**src/rtl/otp_rd_pkg.sv**
```systemverilog
package otp_rd_pkg;

  typedef enum logic {
    ORG_BYTE = 1'b0,
    ORG_WORD = 1'b1
  } org_e;

  typedef struct packed {
    org_e org;
    logic upper;
  } lane_req_t;

endpackage

```
**src/rtl/otp_array_model.sv**
```systemverilog
module otp_array_model #(
  parameter int ADDR_W = 20,
  parameter int DATA_W = 16,
  parameter logic [DATA_W-1:0] KEY = 16'h5A3C
) (
  input  logic [ADDR_W-1:0] addr,
  output logic [DATA_W-1:0] entry
);

  localparam int NCH  = (ADDR_W + DATA_W - 1) / DATA_W;
  localparam int PADW = NCH * DATA_W;

  logic [PADW-1:0]   apad;
  logic [DATA_W-1:0] fold [NCH+1];

  assign apad    = PADW'(addr);
  assign fold[0] = KEY;

  for (genvar g = 0; g < NCH; g++) begin : g_fold
    assign fold[g+1] = fold[g] ^ apad[g*DATA_W +: DATA_W];
  end

  assign entry = fold[NCH];

endmodule

```
**src/rtl/otp_lane_sel.sv**
```systemverilog
module otp_lane_sel
  import otp_rd_pkg::*;
#(
  parameter int DATA_W = 16
) (
  input  logic [DATA_W-1:0] entry,
  input  lane_req_t         req,
  output logic [DATA_W-1:0] data,
  output logic [DATA_W-1:0] mask
);

  localparam int LANE_W = DATA_W / 2;

  logic [LANE_W-1:0] lane;

  always_comb begin
    lane = req.upper ? entry[DATA_W-1 -: LANE_W] : entry[LANE_W-1:0];
    if (req.org == ORG_WORD) begin
      data = entry;
      mask = '1;
    end else begin
      data = {{LANE_W{1'b0}}, lane};
      mask = {{LANE_W{1'b0}}, {LANE_W{1'b1}}};
    end
  end

endmodule

```
**src/rtl/otp_out_stage.sv**
```systemverilog
module otp_out_stage #(
  parameter int DATA_W = 16
) (
  input  logic              clk,
  input  logic              rst_n,
  input  logic              fetch_en,
  input  logic              drive_en,
  input  logic [DATA_W-1:0] nxt_data,
  input  logic [DATA_W-1:0] nxt_mask,
  output logic [DATA_W-1:0] dq,
  output logic [DATA_W-1:0] dq_oe,
  output logic              standby
);

  logic [DATA_W-1:0] data_q, data_d;
  logic [DATA_W-1:0] oe_q, oe_d;
  logic              sb_q, sb_d;

  always_comb begin
    data_d = fetch_en ? nxt_data : data_q;
    oe_d   = drive_en ? nxt_mask : '0;
    sb_d   = ~fetch_en;
  end

  always_ff @(posedge clk or negedge rst_n) begin
    if (!rst_n) begin
      data_q <= '0;
      oe_q   <= '0;
      sb_q   <= 1'b1;
    end else begin
      data_q <= data_d;
      oe_q   <= oe_d;
      sb_q   <= sb_d;
    end
  end

  assign dq      = data_q;
  assign dq_oe   = oe_q;
  assign standby = sb_q;

endmodule

```
**src/rtl/otp_rd_port.sv**
```systemverilog
module otp_rd_port
  import otp_rd_pkg::*;
#(
  parameter int ADDR_W = 20,
  parameter int DATA_W = 16,
  parameter logic [DATA_W-1:0] KEY = 16'h5A3C,
  parameter int SYNC_STAGES = 2
) (
  input  logic              clk,
  input  logic              rst_n,
  input  logic [ADDR_W-1:0] addr_i,
  input  logic              sel_n_i,
  input  logic              gate_n_i,
  input  logic              org_word_i,
  input  logic              top_pin_i,
  output logic [DATA_W-1:0] dq_o,
  output logic [DATA_W-1:0] dq_oe_o,
  output logic              standby_o
);

  logic [SYNC_STAGES-1:0] rst_chain;
  logic                   rst_sync_n;

  always_ff @(posedge clk or negedge rst_n) begin
    if (!rst_n) rst_chain <= '0;
    else        rst_chain <= {rst_chain[SYNC_STAGES-2:0], 1'b1};
  end
  assign rst_sync_n = rst_chain[SYNC_STAGES-1];

  lane_req_t         req;
  logic [DATA_W-1:0] entry;
  logic [DATA_W-1:0] sel_data;
  logic [DATA_W-1:0] sel_mask;
  logic              fetch_en;
  logic              drive_en;

  always_comb begin
    req.org   = org_word_i ? ORG_WORD : ORG_BYTE;
    req.upper = top_pin_i & ~org_word_i;
    fetch_en  = ~sel_n_i;
    drive_en  = ~sel_n_i & ~gate_n_i;
  end

  otp_array_model #(
    .ADDR_W (ADDR_W),
    .DATA_W (DATA_W),
    .KEY    (KEY)
  ) u_array (
    .addr  (addr_i),
    .entry (entry)
  );

  otp_lane_sel #(
    .DATA_W (DATA_W)
  ) u_lane (
    .entry (entry),
    .req   (req),
    .data  (sel_data),
    .mask  (sel_mask)
  );

  otp_out_stage #(
    .DATA_W (DATA_W)
  ) u_out (
    .clk      (clk),
    .rst_n    (rst_sync_n),
    .fetch_en (fetch_en),
    .drive_en (drive_en),
    .nxt_data (sel_data),
    .nxt_mask (sel_mask),
    .dq       (dq_o),
    .dq_oe    (dq_oe_o),
    .standby  (standby_o)
  );

endmodule

```
**config.mk**
```make
export PLATFORM = sky130hd
export DESIGN_NAME = otp_rd_port
export DESIGN_NICKNAME = d
export VERILOG_FILES = /design/src/rtl/otp_rd_pkg.sv /design/src/rtl/otp_array_model.sv /design/src/rtl/otp_lane_sel.sv /design/src/rtl/otp_out_stage.sv /design/src/rtl/otp_rd_port.sv
export SDC_FILE = /design/constraint.sdc
export NUM_CORES = 1
export LEC_CHECK = 0
export ABC_AREA = 1
export ABC_CLOCK_PERIOD_IN_PS = 1600
export BUFFER_PORTS_ARGS = -buffer_cell sky130_fd_sc_hd__buf_2
export CELL_PAD_IN_SITES_DETAIL_PLACEMENT = 1
export CELL_PAD_IN_SITES_GLOBAL_PLACEMENT = 2
export CORE_MARGIN = 2
export CORE_UTILIZATION = 28
export CTS_CLUSTER_DIAMETER = 50
export CTS_CLUSTER_SIZE = 14
export DETAILED_ROUTE_END_ITERATION = 12
export GPL_TIMING_DRIVEN = 0
export PLACE_DENSITY_LB_ADDON = 0.1
export SYNTH_ARGS = -nofsm -noshare
export SYNTH_HDL_FRONTEND = slang
export SYNTH_HIERARCHICAL = 1
export SYNTH_SLANG_ARGS = --single-unit
```
**constraint.sdc**
```tcl
create_clock -name clk -period 1.6 [get_ports clk]
set_clock_uncertainty 0.15 [all_clocks]
set_input_delay 0.16 -clock clk [delete_from_list [all_inputs] [get_ports clk]]
set_output_delay 0.16 -clock clk [all_outputs]
set_load 0.01 [all_outputs]
```
==> implementation parameters <==
Parameter                              Value

Finish
  Diode count    0
  Area taken by multi-input logic gates    478 sq um
  Flip-flop and latch area    878 sq um
  Filler Cell Count    778
  Area added between synthesis and finish    28.5%
  Net count, final    312
  Layout cells sized above 1    0.336

Yosys
  Most common cell in the synthesized netlist    sky130_fd_sc_hd__nand2_1
  Synth cell count leaders    97 x sky130_fd_sc_hd__nand2_1, 40 x sky130_fd_sc_hd__inv_1, 34 x sky130_fd_sc_hd__dfrtp_1, 22 x sky130_fd_sc_hd__buf_4, 8 x sky130_fd_sc_hd__nand3_1
  Yosys Warn Count    6
  Post-Syn Area    0.00174 sq mm
  Cell type contributing the most total cell area after synthesis    sky130_fd_sc_hd__dfrtp_1
  Number of unique standard cell types used by synthesis    18
  Cells after Synth    219
  Synth async-reset ratio    1.00
  Average size of a mapped cell    7.93 sq um
  Fraction of synthesized cell area taken by the top area cell type    0.490
  Synth top area cells    sky130_fd_sc_hd__dfrtp_1 49%, sky130_fd_sc_hd__nand2_1 21%, sky130_fd_sc_hd__buf_4 9.5%
  Register area share after synthesis    0.505
  Post-synth EDFFs    0
  Flip-flop and latch count after synthesis    35
  Ys flop type    sky130_fd_sc_hd__dfrtp_1

Global route
  First-pass GRT wire length    6080 um
  Initial antenna violation count    0
  Largest net degree at the start of global routing    34
  Number of global-route vias before repair    1380
  Global route overflow    0
  Overall global routing resource usage    0.118

STA
  Worst max-slew margin expressed relative to the limit    0.529
  Setup repair after global routing missed its margin    false
  Final number of max-transition violations    0
  Final critical delay including setup and external delays    1.21 ns
  Final setup violation count    0
  Max Clk Rate    0.826 GHz
  Final period util    0.757
  Final critical-path setup slack    0.390 ns
  Worst Hold Slack    0.0262 ns
  Slew at the pin closest to its max-slew limit    0.707 ns
  Final number of hold-violating endpoints    0

Clock tree
  Buffers from clock root to sink, at most    2
  Clk pin slew, worst setup/hold paths    0.07 ns
  H-tree lvl count    2
  Root buffer selected by CTS    sky130_fd_sc_hd__clkbuf_8
  TritonCTS clock tree    done
  Number of buffers inserted during clock tree synthesis    5
  Number of clock sinks    35
  Number of post-CTS setup repair buffers    0
  Clk_lat worst skew    0.27 ns

Outcome
  Outcome    completed

Drt
  Remaining DRCs    0
  Iteration count of the initial detailed-routing pass    4
  Detail-routed net length per standard cell    10.2 um
  DRC marker count from the first detailed-route iteration    41
  Post-detailed-route count of antenna-violating nets    0
  Via-to-Cell Ratio    3.75
  Total wire length after detailed routing    3690 um
  DR vias    1355

Worst setup path
  R2R Setup Slk    0.68 ns
  Critical path buffer and inverter count    1
  Logic depth of the worst register-to-register path    0
  Critical path cell sequence    buf_2
  Required time of the critical path    1.29 ns
  Max FO, Critical Path    1
  Critical path's largest stage delay    0.51 ns
  Endpoint of the most critical register-to-register path    u_out/dq[8]
  CP Launch Type    register
  Worst path slowest cell    sky130_fd_sc_hd__dfstp_2
  Gate family responsible for the most delay along the worst path    flip-flops
  Critical Path End Type    primary output
  Data arrival time of the worst path    0.90 ns
  WS Path Type    reg2out
  Reg-to-reg startpoint    rst_chain[1]

Flow run
  Max-cap violation count    0

Power and ir drop
  Total power consumption of the routed design    2.05 mW
  Static Leakage    1.51 nW
  IR Drop Worst-Case VDD    340 uV
  Power density normalized to cell area    921 mW/mm^2

Place
  Detailed placement HPWL    2860 um
  Weighted congestion reported at the end of routability-driven placement    0.690
  Pre-CTS worst setup slack    -0.0399 ns
  Number of port buffers    52

Hold path
  Min-Delay Path Depth    5
  Hold path startpoint    addr_i[7]
  Hold Crit Class    in2reg
  Worst hold endpoint    u_out/dq[7]

Floorplan
  Boundary pin count    59
  Total core area    0.00596 sq mm
  Number of cell rows    28
  Initial Utilization    0.292
  Overall die height    82.8 um
  Die Span X    82.8 um
  DIE AREA    0.00685 sq mm
==> repair_timing <==
| item | CTS | global route |
|---|---|---|
| endpoints found under the setup margin | 32 | 0 |
| hold buffers | 1 | 0 |
| endpoints found under the hold margin | 2 | 0 |
| resized for setup | 1 | 0 |
==> placed cells by master (no fill, tap or decap), types with 3 or more instances in the layout <==
cell / count
sky130_fd_sc_hd__dfrtp_1: 33
sky130_fd_sc_hd__nand3_1: 8
sky130_fd_sc_hd__nand2_1: 97
sky130_fd_sc_hd__buf_4: 22
sky130_fd_sc_hd__buf_2: 53
sky130_fd_sc_hd__buf_6: 3
sky130_fd_sc_hd__inv_1: 40
sky130_fd_sc_hd__conb_1: 9
sky130_fd_sc_hd__nand2_2: 3
sky130_fd_sc_hd__clkbuf_8: 6
==> worst max-delay path by stage <==
| stage | from | end | slack (ns) | cells past startpoint |
|---|---|---|---|---|
| after floorplan | rst_chain[1] | u_out/dq[0] | 0.41 | 0 |
| after global placement | rst_chain[1] | u_out/dq_oe[1] | -0.05 | 0 |
| after detailed placement | rst_chain[1] | u_out/dq[1] | -0.04 | 0 |
| after CTS | u_out/standby | standby_o | 0.37 | 1 |
| after global routing | u_out/standby | standby_o | 0.34 | 1 |
| final | u_out/standby | standby_o | 0.39 | 1 |
==> registers in the layout, indices dropped and copies added (netlist names) <==
register	flops
rst_chain	2
u_out/dq	16
u_out/dq_oe	16
u_out/standby	1
==> layer usage <==
layer  global-route usage  wire length [um]  vias up
met5                    0                 0        -
met4               0.0246                 4        0
met3               0.0391               235        2
met2                0.198              1740       33
met1                0.149              1710      597
li1                     -                 -      723
==> report_power, final <==
| group | total [mW] | switching, mW | internal (mW) | leakage, nW |
|---|---|---|---|---|
| clock | 0.760 | 0.303 | 0.457 | 0.0513 |
| combinational | 0.312 | 0.165 | 0.147 | 1.01 |
| sequential | 0.981 | 0.0391 | 0.942 | 0.451 |
| total | 2.05 | 0.507 | 1.55 | 1.51 |
==> per-stage QoR <==
stage / std cells / instance area, sq um / util / TNS, ns
2_1_floorplan: 226 / 1760 / - / 0
3_3_place_gp: 353 / 2120 / 0.355 / -1.45
3_5_place_dp: 353 / 2120 / 0.355 / -1.21
4_1_cts: 361 / 2230 / 0.375 / 0
5_1_grt: 361 / 2230 / 0.375 / 0
6_report: 361 / 2230 / 0.375 / 0
==> cell families (layout without fill, tap and decap cells) <==
logic type / count (synthesis) / count (layout) / synth area share
buf+inv: 71 / 131 / 0.235
simple gates: 111 / 111 / 0.256
other cells: 2 / 9 / 0.00432
flops: 35 / 35 / 0.505
==> final cells by class <==
cell class | instances | share of cell area
multi-input combinational | 120 | 0.214
sequential | 35 | 0.394
buffer | 29 | 0.109
tap | 75 | 0.0421
clock inverter | 1 | 0.0135
clock buffer | 6 | 0.0325
timing repair buffer | 53 | 0.121
inverter | 42 | 0.0740
Note: power is estimated with default switching activity, not from simulation.
